$ cat src/rtl/msi_pkg.sv
package msi_pkg;
  localparam logic [7:0] CAP_ID   = 8'h05;
  localparam logic [7:0] OFF_CTRL = 8'h00;
  localparam logic [7:0] OFF_ALO  = 8'h04;
  localparam logic [7:0] OFF_AHI  = 8'h08;

  // data, mask and pending move down one dword when there is no upper address
  function automatic logic [7:0] off_data(input bit a64);
    return a64 ? 8'h0C : 8'h08;
  endfunction
  function automatic logic [7:0] off_mask(input bit a64);
    return a64 ? 8'h10 : 8'h0C;
  endfunction
  function automatic logic [7:0] off_pend(input bit a64);
    return a64 ? 8'h14 : 8'h10;
  endfunction
endpackage

$ cat src/rtl/msi_cfg_regs.sv
module msi_cfg_regs
  import msi_pkg::*;
#(
  parameter int MMC      = 5,
  parameter int ADDR64   = 1,
  parameter int PVM      = 1,
  parameter int NEXT_PTR = 0,
  parameter int NV       = 1 << MMC
) (
  input  logic          clk,
  input  logic          rst,
  input  logic          cfg_wr,
  input  logic          cfg_rd,
  input  logic [7:0]    cfg_addr,
  input  logic [31:0]   cfg_wdata,
  output logic [31:0]   cfg_rdata,
  input  logic [NV-1:0] flag_in,
  output logic          en,
  output logic [2:0]    mme,
  output logic [63:0]   addr,
  output logic [15:0]   data,
  output logic [NV-1:0] mask
);
  localparam bit         A64    = (ADDR64 != 0);
  localparam bit         MSK    = (PVM != 0);
  localparam logic [7:0] O_DATA = off_data(A64);
  localparam logic [7:0] O_MASK = off_mask(A64);
  localparam logic [7:0] O_PEND = off_pend(A64);
  localparam logic [2:0] MMC3   = 3'(MMC);

  logic [31:0] alo_q, ahi_q;
  logic [31:0] rd_mux, mtmp, ptmp;
  logic [15:0] ctrl;
  logic [2:0]  mme_w;
  logic        unused_bits;

  assign unused_bits = ^{alo_q[1:0], cfg_wdata};
  assign mme_w = (cfg_wdata[22:20] > MMC3) ? MMC3 : cfg_wdata[22:20];
  assign ctrl  = {7'b0, MSK, A64, mme, MMC3, en};
  assign addr  = {A64 ? ahi_q : 32'h0, alo_q[31:2], 2'b00};

  always_comb begin
    mtmp = '0;
    ptmp = '0;
    mtmp[NV-1:0] = mask;
    ptmp[NV-1:0] = flag_in & mask;
    rd_mux = '0;
    if (cfg_addr == OFF_CTRL)              rd_mux = {ctrl, 8'(NEXT_PTR), CAP_ID};
    else if (cfg_addr == OFF_ALO)          rd_mux = {alo_q[31:2], 2'b00};
    else if (A64 && cfg_addr == OFF_AHI)   rd_mux = ahi_q;
    else if (cfg_addr == O_DATA)           rd_mux = {16'h0, data};
    else if (cfg_addr == O_MASK)           rd_mux = mtmp;
    else if (cfg_addr == O_PEND)           rd_mux = ptmp;
  end

  always_ff @(posedge clk) begin
    if (rst) begin
      en        <= 1'b0;
      mme       <= 3'd0;
      alo_q     <= '0;
      ahi_q     <= '0;
      data      <= '0;
      mask      <= '0;
      cfg_rdata <= '0;
    end else begin
      if (cfg_wr) begin
        if (cfg_addr == OFF_CTRL) begin
          en  <= cfg_wdata[16];
          mme <= mme_w;
        end
        if (cfg_addr == OFF_ALO)                alo_q <= cfg_wdata;
        if (A64 && cfg_addr == OFF_AHI)         ahi_q <= cfg_wdata;
        if (cfg_addr == O_DATA)                 data  <= cfg_wdata[15:0];
        if (MSK && cfg_addr == O_MASK)          mask  <= cfg_wdata[NV-1:0];
      end
      if (cfg_rd) cfg_rdata <= rd_mux;
    end
  end
endmodule

$ cat src/rtl/msi_vec_arb.sv
module msi_vec_arb #(
  parameter int NV = 32,
  parameter int VW = 5
) (
  input  logic          clk,
  input  logic          rst,
  input  logic          en,
  input  logic [2:0]    mme,
  input  logic [NV-1:0] evt,
  input  logic [NV-1:0] mask,
  input  logic          take,
  output logic [NV-1:0] flag,
  output logic          pick_valid,
  output logic [VW-1:0] pick_idx
);
  logic [NV-1:0] set, clr, elig;
  int            topi, tgt;

  // fold events above the enabled range onto the top enabled vector
  always_comb begin
    set  = '0;
    topi = (1 << mme) - 1;
    tgt  = 0;
    if (en) begin
      for (int i = 0; i < NV; i++) begin
        if (evt[i]) begin
          tgt = (i > topi) ? topi : i;
          set[tgt] = 1'b1;
        end
      end
    end
  end

  always_comb begin
    clr = '0;
    if (take) clr[pick_idx] = 1'b1;
  end

  assign elig = flag & ~mask;

  // lowest eligible vector wins
  always_comb begin
    pick_valid = 1'b0;
    pick_idx   = '0;
    for (int i = NV - 1; i >= 0; i--) begin
      if (elig[i]) begin
        pick_valid = 1'b1;
        pick_idx   = VW'(i);
      end
    end
  end

  always_ff @(posedge clk) begin
    if (rst) flag <= '0;
    else     flag <= (flag & ~clr) | set;
  end
endmodule

$ cat src/rtl/msi_msg_out.sv
module msi_msg_out #(
  parameter int VW = 5
) (
  input  logic          clk,
  input  logic          rst,
  input  logic          en,
  input  logic          pick_valid,
  input  logic [VW-1:0] pick_idx,
  input  logic [2:0]    mme,
  input  logic [63:0]   addr,
  input  logic [15:0]   data,
  input  logic          msg_ready,
  output logic          msg_valid,
  output logic [63:0]   msg_addr,
  output logic [15:0]   msg_data,
  output logic          take
);
  logic [15:0] lowmask, data_n;

  assign lowmask = 16'((32'd1 << mme) - 32'd1);
  assign data_n  = (data & ~lowmask) | (16'(pick_idx) & lowmask);
  assign take    = en && pick_valid && (!msg_valid || msg_ready);

  always_ff @(posedge clk) begin
    if (rst) begin
      msg_valid <= 1'b0;
      msg_addr  <= '0;
      msg_data  <= '0;
    end else if (take) begin
      msg_valid <= 1'b1;
      msg_addr  <= addr;
      msg_data  <= data_n;
    end else if (msg_ready) begin
      msg_valid <= 1'b0;
    end
  end
endmodule

$ cat src/rtl/msi_msg_gen.sv
module msi_msg_gen #(
  parameter int MMC      = 5,
  parameter int ADDR64   = 1,
  parameter int PVM      = 1,
  parameter int NEXT_PTR = 0,
  parameter int NV       = 1 << MMC
) (
  input  logic          clk,
  input  logic          rst,
  input  logic          cfg_wr,
  input  logic          cfg_rd,
  input  logic [7:0]    cfg_addr,
  input  logic [31:0]   cfg_wdata,
  output logic [31:0]   cfg_rdata,
  input  logic [NV-1:0] evt,
  output logic          intx_disable,
  output logic          msg_valid,
  input  logic          msg_ready,
  output logic [63:0]   msg_addr,
  output logic [15:0]   msg_data
);
  localparam int VW = (MMC == 0) ? 1 : MMC;

  logic          en, take, pick_valid;
  logic [2:0]    mme;
  logic [63:0]   reg_addr;
  logic [15:0]   reg_data;
  logic [NV-1:0] mask, flag;
  logic [VW-1:0] pick_idx;

  assign intx_disable = en;

  msi_cfg_regs #(.MMC(MMC), .ADDR64(ADDR64), .PVM(PVM), .NEXT_PTR(NEXT_PTR), .NV(NV)) u_regs (
    .clk(clk), .rst(rst), .cfg_wr(cfg_wr), .cfg_rd(cfg_rd), .cfg_addr(cfg_addr),
    .cfg_wdata(cfg_wdata), .cfg_rdata(cfg_rdata), .flag_in(flag), .en(en), .mme(mme),
    .addr(reg_addr), .data(reg_data), .mask(mask)
  );

  msi_vec_arb #(.NV(NV), .VW(VW)) u_arb (
    .clk(clk), .rst(rst), .en(en), .mme(mme), .evt(evt), .mask(mask), .take(take),
    .flag(flag), .pick_valid(pick_valid), .pick_idx(pick_idx)
  );

  msi_msg_out #(.VW(VW)) u_out (
    .clk(clk), .rst(rst), .en(en), .pick_valid(pick_valid), .pick_idx(pick_idx),
    .mme(mme), .addr(reg_addr), .data(reg_data), .msg_ready(msg_ready),
    .msg_valid(msg_valid), .msg_addr(msg_addr), .msg_data(msg_data), .take(take)
  );
endmodule

$ cat config.mk
export PLATFORM = sky130hd
export DESIGN_NAME = msi_msg_gen
export DESIGN_NICKNAME = d
export VERILOG_FILES = /design/src/rtl/msi_pkg.sv /design/src/rtl/msi_cfg_regs.sv /design/src/rtl/msi_vec_arb.sv /design/src/rtl/msi_msg_out.sv /design/src/rtl/msi_msg_gen.sv
export SDC_FILE = /design/constraint.sdc
export NUM_CORES = 1
export LEC_CHECK = 0
export BUFFER_PORTS_ARGS = -buffer_cell sky130_fd_sc_hd__buf_4
export CELL_PAD_IN_SITES_DETAIL_PLACEMENT = 0
export CELL_PAD_IN_SITES_GLOBAL_PLACEMENT = 1
export CORE_MARGIN = 4
export CORE_UTILIZATION = 45
export DETAILED_ROUTE_END_ITERATION = 7
export PLACE_DENSITY_LB_ADDON = 0.15
export SLEW_MARGIN = 20
export SYNTH_ARGS = -nofsm -noshare
export SYNTH_HDL_FRONTEND = slang
export SYNTH_SLANG_ARGS = --single-unit
$ cat constraint.sdc
create_clock -name clk -period 6.5 [get_ports clk]
set_clock_uncertainty 0.1 [all_clocks]
set_input_delay 0.975 -clock clk [delete_from_list [all_inputs] [get_ports clk]]
set_output_delay 0.975 -clock clk [all_outputs]
set_load 0.03 [all_outputs]
# --- After elaboration in Yosys (flattened, before gate mapping) ---
# Index checks and enable logic that the tools add are counted.
word_totals:
  regBits: 259
  out_inout_bits: 114
  word_cells: 439
  input_bits: 77
op_classes:
  n_eq_ne: 5
  mux: 236
  n_reduce_logical: 44
  n_shift: 1
  addsub: 2
  n_bitwise: 41
  order_cmp: 99
ops:
  columns: ["operator", "n"]
  rows:
  - ["$mux W32", 103]
  - ["$ge A32 B1 Y1 const B", 32]
  - ["$lt A32 B7 Y1 const B", 32]
  - ["$or A32 B32 Y32", 32]
  - ["$gt A6 B32 Y1 const A", 16]
  - ["$gt A5 B32 Y1 const A", 8]
  - ["$demux W1 S5", 33]
  - ["$mux W5", 32]
  - ["$gt A4 B32 Y1 const A", 4]
  - ["$and A32 B32 Y32", 3]
  - ["$mux W1", 67]
  - ["$gt A3 B32 Y1 const A", 2]
  - ["$not A32 Y32", 2]
  - ["$logic_and A1 B1 Y1", 35]
  - ["$gt A1 B32 Y1 const A", 1]
  - ["$gt A2 B32 Y1 const A", 1]
  - ["$shl A1 B3 Y32 const A", 1]
  - ["$sub A32 B2 Y32 const B", 1]
  - ["$and A16 B16 Y16", 1]
  - ["$and A5 B16 Y16", 1]
  - ["$eq A8 B4 Y1 const B", 2]
  - ["$eq A8 B5 Y1 const B", 2]
  - ["$not A16 Y16", 1]
  - ["$or A16 B16 Y16", 1]
  - ["other kinds (11)", 15]

# --- Logic depth before layout (Yosys ltp) ---
depth:
  word_depth: 104
  mapped_depth: 15
  mapped_depth_nobuf: 10

# --- By module ---
# Synthesis repeated with hierarchy kept, for this count alone.
hier_totals:
  hier_cells: 1661
  area_unflattened_um2: 12851.1
by_module_without_submodules:
  columns: ["mod", "cells_each", "area_per_inst_um2", "instances", "seq_area_each_um2"]
  rows:
  - ["msi_cfg_regs", 777, 6274.8, 1, 2922.8]
  - ["msi_vec_arb", 513, 3484.6, 1, 640.6]
  - ["msi_msg_out", 371, 3091.7, 1, 1621.6]

# --- Worst setup path after synthesis ---
# Ideal clock, no wire load.
synth_timing:
  kind: "register to register"
  from: "register u_regs.mme[2]"
  to: "register u_arb.flag[15]"
  arrival_time_ns: 3.257
  setup_time_ns: 0.144
  required_time_ns: 6.256
  path_stages_with_launch: 13
  slack_ns: 2.999
  period_less_slack_ns: 3.501
  path_buffers: 3
  path_cell_list: "dfxtp_1 -> clkbuf_1 -> clkbuf_1 -> buf_1 -> nand3_1 -> ha_1 -> nor2b_1 -> a311oi_1 -> o2111ai_1 -> a41oi_1 -> o21ai_0 -> a32oi_1 -> o221ai_1"
synth_between:
  elab_chain_len: 104
  elab_cells_between_ends: 322
  cone_classes: "add/sub (1); order compare (96); shift (1); mux (160); bitwise (32); reduce/logical (32)"
synth_lines:
  columns: ["item", "line", "text"]
  rows:
  - ["start: declaration", "msi_cfg_regs.sv:19", "output logic [2:0] mme,"]
  - ["start signal: assignment", "msi_cfg_regs.sv:69", "mme <= mme_w;"]
  - ["$shl A1 B3 Y32 (*)", null, null]
  - ["$sub A32 B2 Y32 (*)", "msi_vec_arb.sv:22", "topi = (1 << mme) - 1;"]
  - ["$gt A1 B32 Y1", "msi_vec_arb.sv:27", "tgt = (i > topi) ? topi : i;"]
  - ["$mux W32", "msi_vec_arb.sv:27", null]
  - ["$ge A32 B1 Y1 (not written as such) or $lt A32 B7 Y1 (tied branches)", "msi_vec_arb.sv:28", "set[tgt] = 1'b1;"]
  - ["$logic_and A1 B1 Y1 (not written as such)", "msi_vec_arb.sv:28", null]
  - ["$mux W1 (not written as such)", "msi_vec_arb.sv:28", null]
  - ["$demux W1 S5", null, null]
  - ["(+88 left out)", null, null]
  - ["$mux W32", "msi_vec_arb.sv:24", "if (en) begin"]
  - ["$or A32 B32 Y32 (no source line)", null, null]
  - ["$mux W32", "msi_vec_arb.sv:26", "if (evt[i]) begin"]
  - ["$mux W32", "msi_vec_arb.sv:24", null]
  - ["$or A32 B32 Y32 (no source line)", null, null]
  - ["$mux W32 (*)", "msi_vec_arb.sv:26", null]
  - ["$mux W32 (*)", "msi_vec_arb.sv:24", null]
  - ["$or A32 B32 Y32 (*)", "msi_vec_arb.sv:55", "else flag <= (flag & ~clr) | set;"]
  - ["end signal: assignment", "msi_vec_arb.sv:55", null]
  - ["end: declaration", "msi_vec_arb.sv:12", "output logic [NV-1:0] flag,"]
# Mark *: on every way between the ends. The rest lies on a longest branch, timed or not. The select of a mux whose other input is x is not followed.
# A chain may end at the register's enable or synchronous reset.

# --- Worst setup path after layout ---
layout_timing:
  from: "register u_regs.mme[1]"
  to: "register u_arb.flag[0]"
# Same word-level chain as after synthesis.

==> results.toml <==
[outcome]
outcome = "complete, no violations"

[synthesis]
seq_area_frac_synth_pct = 41.4
ys_types = 79
synth_edf_count = 0
synth_area_leader_cell = "dfxtp_1"
yosysWarnings = 0
synth_area_um2 = 12400
syn_inst = 1680
synth_top_area_share_pct = 41.4
ys.flop_type = "dfxtp_1"
ys_ff_latch = 257
netlist_top_cells_area = "dfxtp_1 41%, nand2_1 14%, a21oi_1 11%"
synth_area_per_cell_um2 = 7.40
synthArstFlopShare_pct = 0

[critical_path]
cpPeakStageDelay_ps = 800
critical_path_class = "reg -> reg"
critPathTopFamily = "compound AO/OA/AOI/OAI gates"
crit_chain = "buf_4 -> or2_2 -> clkinv_1 -> ha_1 -> nor4bb_1 -> o31ai_1 -> a22oi_1 -> nor2_1 -> o21a_1 -> o311ai_0 -> o311ai_0"
crit_path_top_delay_cell = "ha_1"
cpMostUsedCell = "o311ai_0"
critPathCaptureType = "flop"
setup.worst_path.start_class = "flop"
cp_max_fo = 22
required_ps = 6800
cp_num_buf_inv = 2
critPathArrivalTime_ps = 4580

[floorplanning]
num_io_pins = 191
fp-row-count = 60
die_h_um = 174
start_util_pct = 46.0
design.die.area_um2 = 30300
die_x_um = 174
core_area_um2 = 27000

[cts]
postCtsHoldBufs = 0
clockBufferDepth = 3
htree_num_levels = 1
cts_tree = "built"
cts_root_buffer = "clkbuf_16"
clock-sinks = 257
clk_latency_ps = 560
post_cts_buffers = 0
clkTransAtPathRegs_ps = 70
cts-resized-gates = 0
cts_buffers = 27

[placed_design]
place_area_um2 = 13900
gp_congestion = 0.996
dp_hpwl_um = 34900
io_buffers = 188

[route]
wl_per_cell_um = 22.3
drtIter0Drc = 1270
drt_pass1_iterations = 5
postRouteWirelength_um = 48100
ant_nets = 0
num_vias = 12977
post-route-drc-count = 0
via_per_inst = 6.02

[layout]
layout_common_cells = "460 x nand2_1, 267 x a21oi_1, 257 x dfxtp_1"
mostFrequentLayoutCell = "nand2_1"
design_area_um2 = 14900
layout.nets = 1875
num_antenna_cells = 0
utilization_pct = 55.0
synthToLayoutAreaGrowth_pct = 19.6
fillCellCount = 2674
drive_gt1_share_pct = 15.3

[timing]
min_period_ps = 4280
hold_viol = 0
max_clock_freq_mhz = 234
maxSlewViolCount = 0
relSlewSlack_pct = 28.0
fin_crit_sh_pct = 65.8
finalSetupViolCount = 0
rsz0062_at_grt = "no"
tns_ps = 0
tightest_slew_ps = 1050

[power_and_ir_drop]
pwr-share-seq_pct = 46.7
switching_share_pct = 23.6
p_leak_nw = 5.33
cellInternalPower_mw = 2.60
pwr-share-clk_pct = 47.8
power.switching_uw = 804
share_comb_of_total_power_pct = 5.5
vdd.ir_drop.worst_mv = 0.252
cellPowerDensity_nw_per_um2 = 229

[flow_run]
cap_violations = 0

[global_routing]
grt_overflow = 0
grt_pass1_wl_um = 73900
grt_pass1_vias = 12359
grt_antenna_before_repair = 0
grt_max_degree = 97
grt_usage_pct = 30.4

[worst_hold_path]
min_path_type = "reg -> reg"
[power groups by stage]
stage	sequential, mW	clock (mW)	combinational (mW)
finish	1.59	1.63	0.188
global route	1.59	1.72	0.200
CTS	1.59	1.65	0.186
detailed placement	1.63	0	0.185
global placement	1.63	0	0.186
floorplan	1.64	0	0.0703
[Yosys cell counts (6+ instances only)]
master / count
inv_1: 19
a21oi_1: 267
nor4_1: 12
a311oi_1: 27
o311ai_0: 10
nand2_1: 462
a22oi_1: 10
a31oi_1: 12
and2_1: 6
or3_1: 6
mux2i_1: 12
nor2_1: 105
nor3_1: 18
o31ai_1: 10
a32oi_1: 27
nand2b_1: 29
o211ai_1: 10
nor2b_1: 40
clkbuf_1: 94
o21ai_0: 58
buf_2: 15
a211oi_1: 28
nand3_1: 31
dfxtp_1: 257
[worst reg2reg max path, delay by kind of cell, from the launching register on]
family	cells	cell delay, ps
buf+inv	2	460
fa+ha+maj	1	800
compound gates	5	1390
flops	1	310
simple gates	3	1060
[sequential cells by signal, indices dropped and copies added, names as in the netlist]
name and flops:
u_regs.cfg_rdata 32, u_regs.mask 32, u_out.msg_data 16, u_arb.flag 32, u_out.msg_valid 1, u_regs.ahi_q 32
u_regs.en 1, u_regs.data 16, u_regs.mme 3, u_out.msg_addr 62, u_regs.alo_q 30
[metrics by stage]
| stage | cells | power [mW] | hold WS (ps) | setup slack (ps) |
|---|---|---|---|---|
| global placement | 2108 | 1.81 | 340 | 1930 |
| detailed placement | 2108 | 1.81 | 344 | 2320 |
| CTS | 2157 | 3.43 | 353 | 2320 |
| global route | 2157 | 3.51 | 369 | 2080 |
| floorplan | 1681 | 1.71 | 342 | 3000 |
| finish | 2157 | 3.41 | 352 | 2220 |
[final timing paths]
check,end,slack [ps],cells past startpoint,start
hold reg to reg,u_out.msg_data[5]$_SDFFE_PP0P_,350,2,u_out.msg_data[5]$_SDFFE_PP0P_
setup reg to reg,u_arb.flag[0]$_SDFF_PP0_,2220,11,u_regs.mme[1]$_SDFFE_PP0P_
hold / removal,u_out.msg_data[5]$_SDFFE_PP0P_,350,2,u_out.msg_data[5]$_SDFFE_PP0P_
setup / recovery,u_arb.flag[0]$_SDFF_PP0_,2220,11,u_regs.mme[1]$_SDFFE_PP0P_
[routing by layer]
metal  global-route usage, %  routed length, µm  vias to the layer above
li1                        -                  -                     6141
met5                   0.641                  0                        -
met1                    41.1              20500                     6177
met2                    49.3              22400                      564
met4                    9.11               1490                        0
met3                    6.26               3770                       95
[layout make-up]
cell class	count	area [µm²]	share of cell area (%)
Inverter	20	75.1	0.505
Clock buffer	38	777	5.23
Clock inverter	11	156	1.05
Tap cell	341	427	2.87
Multi-Input combinational cell	1280	6710	45.1
Timing Repair Buffer	210	1580	10.6
Sequential cell	257	5140	34.6
[kinds of logic (layout without fill, tap and decap cells)]
family	Yosys count	count (layout)	share of synthesized area (%)
and+or+nand+nor	745	745	26.4
AOI/OAI and AO/OA	518	518	25.9
DFF	257	257	41.4
buffers and inverters	144	279	5.01
muxes	13	13	1.06
adders and majority gates	2	2	0.201
other	1	2	0.0302
(Power assumes the default switching activity.)
